===== config.mk =====
export PLATFORM = sky130hd
export DESIGN_NAME = pb_trim_ctrl
export DESIGN_NICKNAME = d
export VERILOG_FILES = /design/src/rtl/pb_trim_pkg.sv /design/src/rtl/pb_tick_gen.sv /design/src/rtl/pb_key_filter.sv /design/src/rtl/pb_repeat_sched.sv /design/src/rtl/pb_pos_counter.sv /design/src/rtl/pb_trim_ctrl.sv
export SDC_FILE = /design/constraint.sdc
export NUM_CORES = 1
export LEC_CHECK = 0
export BUFFER_PORTS_ARGS = -buffer_cell sky130_fd_sc_hd__buf_2
export CAP_MARGIN = 40
export CELL_PAD_IN_SITES_DETAIL_PLACEMENT = 0
export CELL_PAD_IN_SITES_GLOBAL_PLACEMENT = 2
export CORE_MARGIN = 8
export CORE_UTILIZATION = 39
export CTS_BUF_LIST = sky130_fd_sc_hd__clkbuf_8
export DETAILED_ROUTE_END_ITERATION = 12
export PLACE_DENSITY = 0.9
export SYNTH_ARGS = -nofsm -noshare
export SYNTH_HDL_FRONTEND = slang
export SYNTH_SLANG_ARGS = --single-unit
export TNS_END_PERCENT = 10

===== constraint.sdc =====
create_clock -name clk -period 4.7 [get_ports clk]
set_input_delay 0.94 -clock clk [delete_from_list [all_inputs] [get_ports clk]]
set_output_delay 0.94 -clock clk [all_outputs]
set_load 0.005 [all_outputs]

===== src/rtl/pb_trim_pkg.sv =====
package pb_trim_pkg;
  typedef enum int {
    KEY_UP = 0,
    KEY_DN = 1
  } key_idx_e;

  localparam int NUM_KEYS = 2;

  function automatic int bits_for(input int max_val);
    return (max_val > 1) ? $clog2(max_val + 1) : 1;
  endfunction
endpackage


===== src/rtl/pb_tick_gen.sv =====
module pb_tick_gen #(
  parameter int CLK_PER_MS = 50000
) (
  input  logic clk,
  input  logic rst,
  output logic tick_o
);
  localparam int TW = (CLK_PER_MS > 1) ? $clog2(CLK_PER_MS) : 1;
  localparam logic [TW-1:0] LAST = TW'(CLK_PER_MS - 1);

  logic [TW-1:0] div_q;

  always_ff @(posedge clk) begin
    if (rst) begin
      div_q  <= '0;
      tick_o <= 1'b0;
    end else begin
      tick_o <= (div_q == LAST);
      div_q  <= (div_q == LAST) ? '0 : div_q + 1'b1;
    end
  end
endmodule


===== src/rtl/pb_key_filter.sv =====
module pb_key_filter #(
  parameter int DB_MS = 30
) (
  input  logic clk,
  input  logic rst,
  input  logic tick_i,
  input  logic key_n_i,
  input  logic block_i,
  output logic low_o,
  output logic held_o
);
  localparam int CW = pb_trim_pkg::bits_for(DB_MS);
  localparam logic [CW-1:0] DONE = CW'(DB_MS - 1);

  logic [1:0]    sync_q;
  logic [CW-1:0] cnt_q;

  always_ff @(posedge clk) begin
    if (rst) sync_q <= 2'b11;
    else     sync_q <= {sync_q[0], key_n_i};
  end

  assign low_o = ~sync_q[1];

  always_ff @(posedge clk) begin
    if (rst || !low_o || block_i) begin
      cnt_q  <= '0;
      held_o <= 1'b0;
    end else if (tick_i && !held_o) begin
      if (cnt_q == DONE) begin
        held_o <= 1'b1;
        cnt_q  <= '0;
      end else begin
        cnt_q <= cnt_q + 1'b1;
      end
    end
  end


  blocked_drop_chk: assert property (@(posedge clk) disable iff (rst)
    block_i |=> !held_o);


  accept_on_tick_chk: assert property (@(posedge clk) disable iff (rst)
    $rose(held_o) |-> $past(tick_i) && $past(low_o));
endmodule


===== src/rtl/pb_repeat_sched.sv =====
module pb_repeat_sched #(
  parameter int SLOW_MS = 250,
  parameter int HOLD_MS = 1000,
  parameter int FAST_MS = 50
) (
  input  logic clk,
  input  logic rst,
  input  logic tick_i,
  input  logic held_i,
  output logic step_o
);
  localparam int HW = pb_trim_pkg::bits_for(HOLD_MS);
  localparam int RMAX = (SLOW_MS > FAST_MS) ? SLOW_MS : FAST_MS;
  localparam int RW = pb_trim_pkg::bits_for(RMAX);

  logic          held_q;
  logic [HW-1:0] hold_q;
  logic [RW-1:0] rep_q;
  logic [RW-1:0] limit;
  logic [RW-1:0] rep_nxt;
  logic          rep_due;
  logic          fresh;

  assign limit   = (hold_q < HW'(HOLD_MS)) ? RW'(SLOW_MS) : RW'(FAST_MS);
  assign rep_nxt = rep_q + 1'b1;
  assign rep_due = rep_nxt >= limit;
  assign fresh   = held_i && !held_q;
  assign step_o  = fresh || (held_i && held_q && tick_i && rep_due);

  always_ff @(posedge clk) begin
    if (rst || !held_i) begin
      held_q <= 1'b0;
      hold_q <= '0;
      rep_q  <= '0;
    end else begin
      held_q <= 1'b1;
      if (fresh) begin
        hold_q <= '0;
        rep_q  <= '0;
      end else if (tick_i) begin
        if (hold_q < HW'(HOLD_MS)) hold_q <= hold_q + 1'b1;
        rep_q <= rep_due ? '0 : rep_nxt;
      end
    end
  end


  standby_clear_chk: assert property (@(posedge clk) disable iff (rst)
    !held_i |=> (hold_q == '0) && (rep_q == '0));
endmodule


===== src/rtl/pb_pos_counter.sv =====
module pb_pos_counter #(
  parameter int W = 8,
  parameter logic [W-1:0] RESET_CODE = '0
) (
  input  logic         clk,
  input  logic         rst,
  input  logic         inc_i,
  input  logic         dec_i,
  input  logic         load_i,
  input  logic [W-1:0] load_val_i,
  input  logic         inhibit_i,
  output logic [W-1:0] pos_o
);
  localparam logic [W-1:0] TOP = {W{1'b1}};

  always_ff @(posedge clk) begin
    if (rst) begin
      pos_o <= RESET_CODE;
    end else if (load_i) begin
      pos_o <= load_val_i;
    end else if (!inhibit_i) begin
      if (inc_i && !dec_i && pos_o != TOP)
        pos_o <= pos_o + 1'b1;
      else if (dec_i && !inc_i && pos_o != '0)
        pos_o <= pos_o - 1'b1;
    end
  end


  unit_step_chk: assert property (@(posedge clk) disable iff (rst)
    !load_i |=> (pos_o == $past(pos_o)) || (pos_o == $past(pos_o) + W'(1))
                || (pos_o == $past(pos_o) - W'(1)));


  no_wrap_top_chk: assert property (@(posedge clk) disable iff (rst)
    (!load_i && pos_o == TOP) |=> pos_o != '0);


  no_wrap_bottom_chk: assert property (@(posedge clk) disable iff (rst)
    (!load_i && pos_o == '0) |=> pos_o != TOP);


  load_take_chk: assert property (@(posedge clk) disable iff (rst)
    load_i |=> pos_o == $past(load_val_i));


  inhibit_hold_chk: assert property (@(posedge clk) disable iff (rst)
    (inhibit_i && !load_i) |=> $stable(pos_o));
endmodule


===== src/rtl/pb_trim_ctrl.sv =====
module pb_trim_ctrl #(
  parameter int W          = 8,
  parameter int CLK_PER_MS = 50000,
  parameter int DB_MS      = 30,
  parameter int SLOW_MS    = 250,
  parameter int HOLD_MS    = 1000,
  parameter int FAST_MS    = 50,
  parameter logic [W-1:0] RESET_CODE = '0
) (
  input  logic         clk,
  input  logic         rst,
  input  logic         up_n_i,
  input  logic         dn_n_i,
  input  logic         load_i,
  input  logic [W-1:0] load_val_i,
  input  logic         inhibit_i,
  output logic [W-1:0] pos_o
);
  import pb_trim_pkg::*;

  logic                tick;
  logic [NUM_KEYS-1:0] key_n;
  logic [NUM_KEYS-1:0] key_low;
  logic [NUM_KEYS-1:0] key_held;
  logic [NUM_KEYS-1:0] key_step;
  logic                both_low;

  assign key_n[KEY_UP] = up_n_i;
  assign key_n[KEY_DN] = dn_n_i;
  assign both_low      = &key_low;

  pb_tick_gen #(.CLK_PER_MS(CLK_PER_MS)) u_tick (
    .clk(clk), .rst(rst), .tick_o(tick)
  );

  for (genvar g = 0; g < NUM_KEYS; g++) begin : g_key
    pb_key_filter #(.DB_MS(DB_MS)) u_filt (
      .clk(clk), .rst(rst), .tick_i(tick), .key_n_i(key_n[g]),
      .block_i(both_low), .low_o(key_low[g]), .held_o(key_held[g])
    );
    pb_repeat_sched #(.SLOW_MS(SLOW_MS), .HOLD_MS(HOLD_MS), .FAST_MS(FAST_MS)) u_sched (
      .clk(clk), .rst(rst), .tick_i(tick), .held_i(key_held[g]),
      .step_o(key_step[g])
    );
  end

  pb_pos_counter #(.W(W), .RESET_CODE(RESET_CODE)) u_pos (
    .clk(clk), .rst(rst), .inc_i(key_step[KEY_UP]), .dec_i(key_step[KEY_DN]),
    .load_i(load_i), .load_val_i(load_val_i), .inhibit_i(inhibit_i),
    .pos_o(pos_o)
  );


  single_dir_chk: assert property (@(posedge clk) disable iff (rst)
    $onehot0(key_step));
endmodule


* Word level (Yosys, flattened, before mapping)
Index checks and enable logic that the tools add are counted.
Word-level totals: register bits after elaboration 79, latch bits 0, bits in writable memories 0, memory bits (read-only) 0, bits of input ports 14, output and inout port bits 8, memories 0
Cells by class: add/sub/neg operators 9, multipliers 0, div/mod/pow operators 0, magnitude comparators 4, equal/unequal tests 5, shifts and indexed selects 0, multiplexer cells 12, bitwise operators 2, reductions and logical operators 39
Operators with widths (number):
- $mux W8 | 8
- $add A8 B1 Y8 const B | 3
- $add A10 B1 Y10 const B | 2
- $lt A10 B10 Y1 const B | 2
- $add A16 B1 Y16 const B | 1
- $eq A16 B16 Y1 const B | 1
- $ge A8 B8 Y1 | 2
- $logic_and A1 B1 Y1 | 14
- $reduce_and A2 Y1 | 6
- $add A5 B1 Y5 const B | 2
- $eq A5 B5 Y1 const B | 2
- $mux W5 | 2
- $logic_or A1 B1 Y1 | 8
- $ne A8 B8 Y1 const B | 1
- $reduce_bool A8 Y1 | 1
- $sub A8 B1 Y8 const B | 1
- $logic_not A1 Y1 | 6
- $reduce_or A2 Y1 | 3
- $reduce_bool A3 Y1 | 1
- $mux W1 | 2
- $ne A2 B2 Y1 const B | 1
- $not A1 Y1 | 2

* Depth between registers and ports, before layout
depth in word-level cells 12, depth in mapped cells 19

* Hierarchy
From an unflattened synthesis, not the netlist that was laid out.
Second synthesis, totals: cells, all modules 494, area total of the unflattened synthesis 4265.3 µm²
By module, submodules not included:
- pb_repeat_sched | instances 2, cells an instance 121, area an instance 1027.2 µm², seq. area each 380.4 µm²
- pb_tick_gen | instances 1, cells an instance 82, area an instance 788.3 µm², seq. area each 340.3 µm²
- pb_pos_counter | instances 1, cells an instance 97, area an instance 745.7 µm², seq. area each 160.2 µm²
- pb_key_filter | instances 2, cells an instance 36, area an instance 335.3 µm², seq. area each 160.2 µm²
- pb_trim_ctrl | instances 1, cells an instance 1, area an instance 6.3 µm², seq. area each 0.0 µm²

* Worst setup path after synthesis
Ideal clock, no wire load.
path type flip-flop to flip-flop, from reg g_key[0].u_sched.hold_q[5], to reg u_pos.pos_o[7], arrival time 3755 ps, data required time 4560 ps, slack 805 ps, cell stages (with the launch flop) 20, path buffers 0, period minus slack after synthesis 3895 ps, cell sequence dfxtp_1 > nand2_2 > or3_4 > inv_1 > ha_1 > or2_2 > o41ai_1 > a2111o_1 > o211ai_2 > o2111ai_2 > nand2b_1 > ha_1 > a21o_1 > a21oi_1 > o21ai_0 > nor4_1 > or3_1 > and3_1 > o21ai_0 > o311ai_0
Between the ends: word-level cells in the longest chain between the ends 10, elaborated cells between the ends (all ways) 15, those cells by class order compare: 2; mux: 4; reduce/logical: 9
RTL lines:
- start: declaration | RTL line pb_repeat_sched.sv:17 | logic [HW-1:0] hold_q;
- start signal: assignment | RTL line pb_repeat_sched.sv:41 | if (hold_q < HW'(HOLD_MS)) hold_q <= hold_q + 1'b1;
- $lt A10 B10 Y1 * | RTL line pb_repeat_sched.sv:24 | assign limit = (hold_q < HW'(HOLD_MS)) ? RW'(SLOW_MS) : RW'(FAST_MS);
- $mux W8 * | RTL line pb_repeat_sched.sv:24
- $ge A8 B8 Y1 * | RTL line pb_repeat_sched.sv:26 | assign rep_due = rep_nxt >= limit;
- $logic_and A1 B1 Y1 * | RTL line pb_repeat_sched.sv:28 | assign step_o = fresh || (held_i && held_q && tick_i && rep_due);
- $logic_or A1 B1 Y1 * | RTL line pb_repeat_sched.sv:28
- $logic_and A1 B1 Y1 or $logic_not A1 Y1 (tied branches) | RTL line pb_pos_counter.sv:22, pb_pos_counter.sv:24
- $logic_and A1 B1 Y1 (on tied branches) | RTL line pb_pos_counter.sv:22, pb_pos_counter.sv:24
- $mux W8 or $logic_and A1 B1 Y1 (tied branches) | RTL line pb_pos_counter.sv:22, pb_pos_counter.sv:24
- $mux W8 or $reduce_bool A3 Y1 (tied branches)
- $mux W8 or $reduce_and A2 Y1 (tied branches)
- end signal: assignment | RTL line pb_pos_counter.sv:20 | pos_o <= load_val_i;
- end signal: assignment | RTL line pb_pos_counter.sv:23 | pos_o <= pos_o + 1'b1;
- end signal: assignment | RTL line pb_pos_counter.sv:25 | pos_o <= pos_o - 1'b1;
- end: declaration | RTL line pb_pos_counter.sv:12 | output logic [W-1:0] pos_o
Mark *: on every way between the ends. The rest lies on a longest branch, timed or not. The select of a mux whose other input is x is not followed. A chain may end at the register's enable or synchronous reset.

* Final worst setup path
from reg g_key[0].u_sched.hold_q[3], to reg u_pos.pos_o[7]
The elaborated chain is that of the path after synthesis.

==> impl_metrics.tcl <==
set metrics [dict create \
    vias 3418 \
    seq_area_frac_synth 0.3815 \
    synth.area.top_cells "dfxtp_1 (38%), nor2_1 (8.6%), ha_1 (6.0%), xnor2_1 (4.6%), xor2_1 (4.6%)" \
    r2r-start "g_key[0].u_sched.hold_q[3]$_SDFFE_PP0P_" \
    dieArea_mm2 0.01418 \
    slew_headroom 0.4817 \
    fp.coreArea_mm2 0.01032 \
    reg2reg_to "u_pos.pos_o[7]$_SDFFE_PP0P_" \
    synth.distinct_cells 58 \
    ctsHoldBuffers 0 \
    place.gp.congestion 0.7860 \
    rrSetupSlack_ns 0.46 \
    first_global_vias 3271 \
    cap_violations 0 \
    dp_hpwl_mm 5.911 \
    drt_wl_total_mm 8.629 \
    track_usage 0.1241 \
    num-nets-final 551 \
    hold_path_class "reg2reg" \
    dp.cells 641 \
    synth_area_mm2 0.004145 \
    fin_skew_ns 0.01398 \
    initial_core_util 0.4015 \
    synthCells 496 \
    ys_warn_count 0 \
    synth_edf_count 0 \
    max-vdd-ir-drop_v 0.0001667 \
    portBuffers 21 \
    drive_gt1_frac 0.1017 \
    hold_viol 0 \
    wl_per_cell_um 13.13 \
    clk_pin_slew_worst_paths_ns 0.10 \
    max_freq_mhz 235.8 \
    clk_path_buf_depth 2 \
    crit_path_start_kind "flop" \
    status "finished, final reports clean" \
    first_iter_violations 165 \
    ant_nets 0 \
    layout.cells.non_filler 657 \
    grt_max_degree 21 \
    die_w_um 119.1 \
    min_to "g_key[0].u_filt.sync_q[1]$_SDFF_PP1_" \
    rows 37 \
    tns_ns 0 \
    firstDrtPassIters 4 \
    fin_crit_ns 4.241 \
    ys_top_cells_by_count "nor2_1 (95), dfxtp_1 (79), nand2_1 (26)" \
    synthToLayoutAreaGrowth_pct 11.23 \
    cts_sinks 79 \
    synth_ff_type "dfxtp_1" \
    setup_viol 0 \
    syn_nets 531 \
    io_pins 22 \
    clk_latency_ns 0.35 \
    hold_ws_ns 0.4266 \
    ctsResizeCount 0 \
    yosys.area.top_type_share 0.3815 \
    drt-vias-per-instance 5.202 \
    n_antenna_cell 0 \
    min_path_cells 1 \
    drc 0 \
    overflow 0 \
    die_h_um 119.1 \
    worstPathMaxFanout 8 \
    numCtsBuffers 9 \
    synth_top_area_cell "dfxtp_1" \
    clockRootBuffer "clkbuf_8" \
    worstMarginPinSlew_ns 0.7763 \
    cp.required_ns 4.94 \
    slew_violations 0 \
    postSynth.asyncResetShare 0 \
    cts_setup_buffers 0 \
    antenna_found_initial 0 \
    avgSynthCellArea_um2 8.357 \
    min_period_over_period 0.9024 \
    synth-seq-cells 79 \
    grt_pass1_wl_mm 15.04 \
    crit_type "reg2reg" \
    p_leak_nw 1.610 \
    rr_worst_depth 18 \
    min_from "g_key[0].u_filt.sync_q[0]$_SDFF_PP1_" \
    crit_arrival_ns 4.49 \
    powerDensity_mw_per_mm2 291.2 \
    rsz0062_at_grt "no" \
    cts_tree "yes" \
    critPathCaptureType "flop" \
    h-tree-depth 3 \
    synth.most_common_cell "nor2_1" \
]
## cells in the final DEF, fill, tap and decap left out, types with 2 or more instances in the layout
master,instances
a2111oi_2,2
a211oi_1,5
a21o_1,2
a21oi_1,19
a22oi_1,8
a311o_1,2
a31oi_1,4
and2_1,3
and3_1,10
and4_1,3
buf_2,21
buf_4,2
bufinv_16,2
clkbuf_8,9
dfxtp_1,79
ha_1,20
inv_1,17
inv_6,2
mux2i_1,10
nand2_1,26
nand2b_1,2
nand3_1,23
nand3b_1,2
nand4_1,15
nand4b_1,3
nor2_1,95
nor2b_1,4
nor3_1,15
nor3b_1,2
nor4_1,7
nor4bb_1,2
o211ai_1,2
o21a_1,3
o21ai_0,21
or2_2,5
or3_1,5
xnor2_1,22
xor2_1,22
## final cells by class
class	instances	area (um2)
Fill cell	1037	5713
Multi-Input combinational cell	385	2435
Sequential cell	79	1582
Tap cell	136	170.2
Clock buffer	9	123.9
Timing Repair Buffer	23	120.1
Clock inverter	7	112.6
Inverter	18	67.56
## metrics by stage
| stage | utilization | total power (W) | setup WS (ns) | cell area [um2] |
|---|---|---|---|---|
| after floorplan | - | 0.0007454 | 0.8046 | 4145 |
| after global placement | 0.4235 | 0.0007654 | 0.4857 | 4372 |
| after detailed placement | 0.4235 | 0.0007660 | 0.3668 | 4372 |
| after CTS | 0.4464 | 0.001369 | 0.3576 | 4608 |
| after global routing | 0.4466 | 0.001401 | 0.08764 | 4611 |
| final | 0.4466 | 0.001343 | 0.4587 | 4611 |
## cell families after synthesis
kind of cell               share of synthesized area
and+or+nand+nor                               0.2735
DFF                                           0.3815
muxes                                        0.02415
AOI/OAI and AO/OA                             0.1310
adders and majority gates                    0.06520
buffers and inverters                        0.03169
xor gates and xnor gates                     0.09296
## registers in the layout (all words and copies together) (netlist names)
name,flops
u_pos.pos_o,8
g_key.u_sched.held_q,2
u_tick.div_q,16
g_key.u_sched.hold_q,20
g_key.u_filt.cnt_q,10
g_key.u_sched.rep_q,16
u_tick.tick_o,1
g_key.u_filt.held_o,2
g_key.u_filt.sync_q,4
## worst max-delay path by stage
stage	start	end	slack, ns
2_1_floorplan	g_key[0].u_sched.hold_q[5]$_SDFFE_PP0P_	u_pos.pos_o[7]$_SDFFE_PP0P_	0.80
3_3_place_gp	g_key[0].u_sched.hold_q[5]$_SDFFE_PP0P_	u_pos.pos_o[7]$_SDFFE_PP0P_	0.49
3_5_place_dp	g_key[0].u_sched.hold_q[5]$_SDFFE_PP0P_	u_pos.pos_o[7]$_SDFFE_PP0P_	0.37
4_1_cts	g_key[0].u_sched.hold_q[5]$_SDFFE_PP0P_	u_pos.pos_o[7]$_SDFFE_PP0P_	0.36
5_1_grt	g_key[0].u_sched.hold_q[5]$_SDFFE_PP0P_	u_pos.pos_o[7]$_SDFFE_PP0P_	0.09
6_report	g_key[0].u_sched.hold_q[3]$_SDFFE_PP0P_	u_pos.pos_o[7]$_SDFFE_PP0P_	0.46
## where the power goes
group	total [W]	switching, W	internal, W
sequential	0.000686	0.00000915	0.000677
combinational	0.0000639	0.0000329	0.0000310
clock	0.000593	0.000282	0.000311
## layer usage
layer  global-route usage  share of wire  up-vias  wire [um]
li1                     -              -     1792          -
met1               0.1580           0.51     1571       4414
met2               0.2030           0.45       48       3855
met3              0.03543          0.033        7        282
met4              0.02846         0.0088        0         76
met5                    0              0        -          0
## worst max-delay path: stages (launching register included)
cell and delay (ns):
dfxtp_1 0.42, o21ai_1 0.10, or3_4 0.36, inv_1 0.09, ha_1 0.16, or2_2 0.11
o41ai_1 0.09, a2111o_1 0.41, o211ai_2 0.18, o2111ai_2 0.20, nand2b_2 0.35, ha_1 0.31
a21o_1 0.10, a21oi_1 0.08, o21ai_0 0.24, nor4_1 0.07, or3_1 0.39, and3_1 0.18
o311ai_0 0.29
Power figures use the tool's default switching activity.
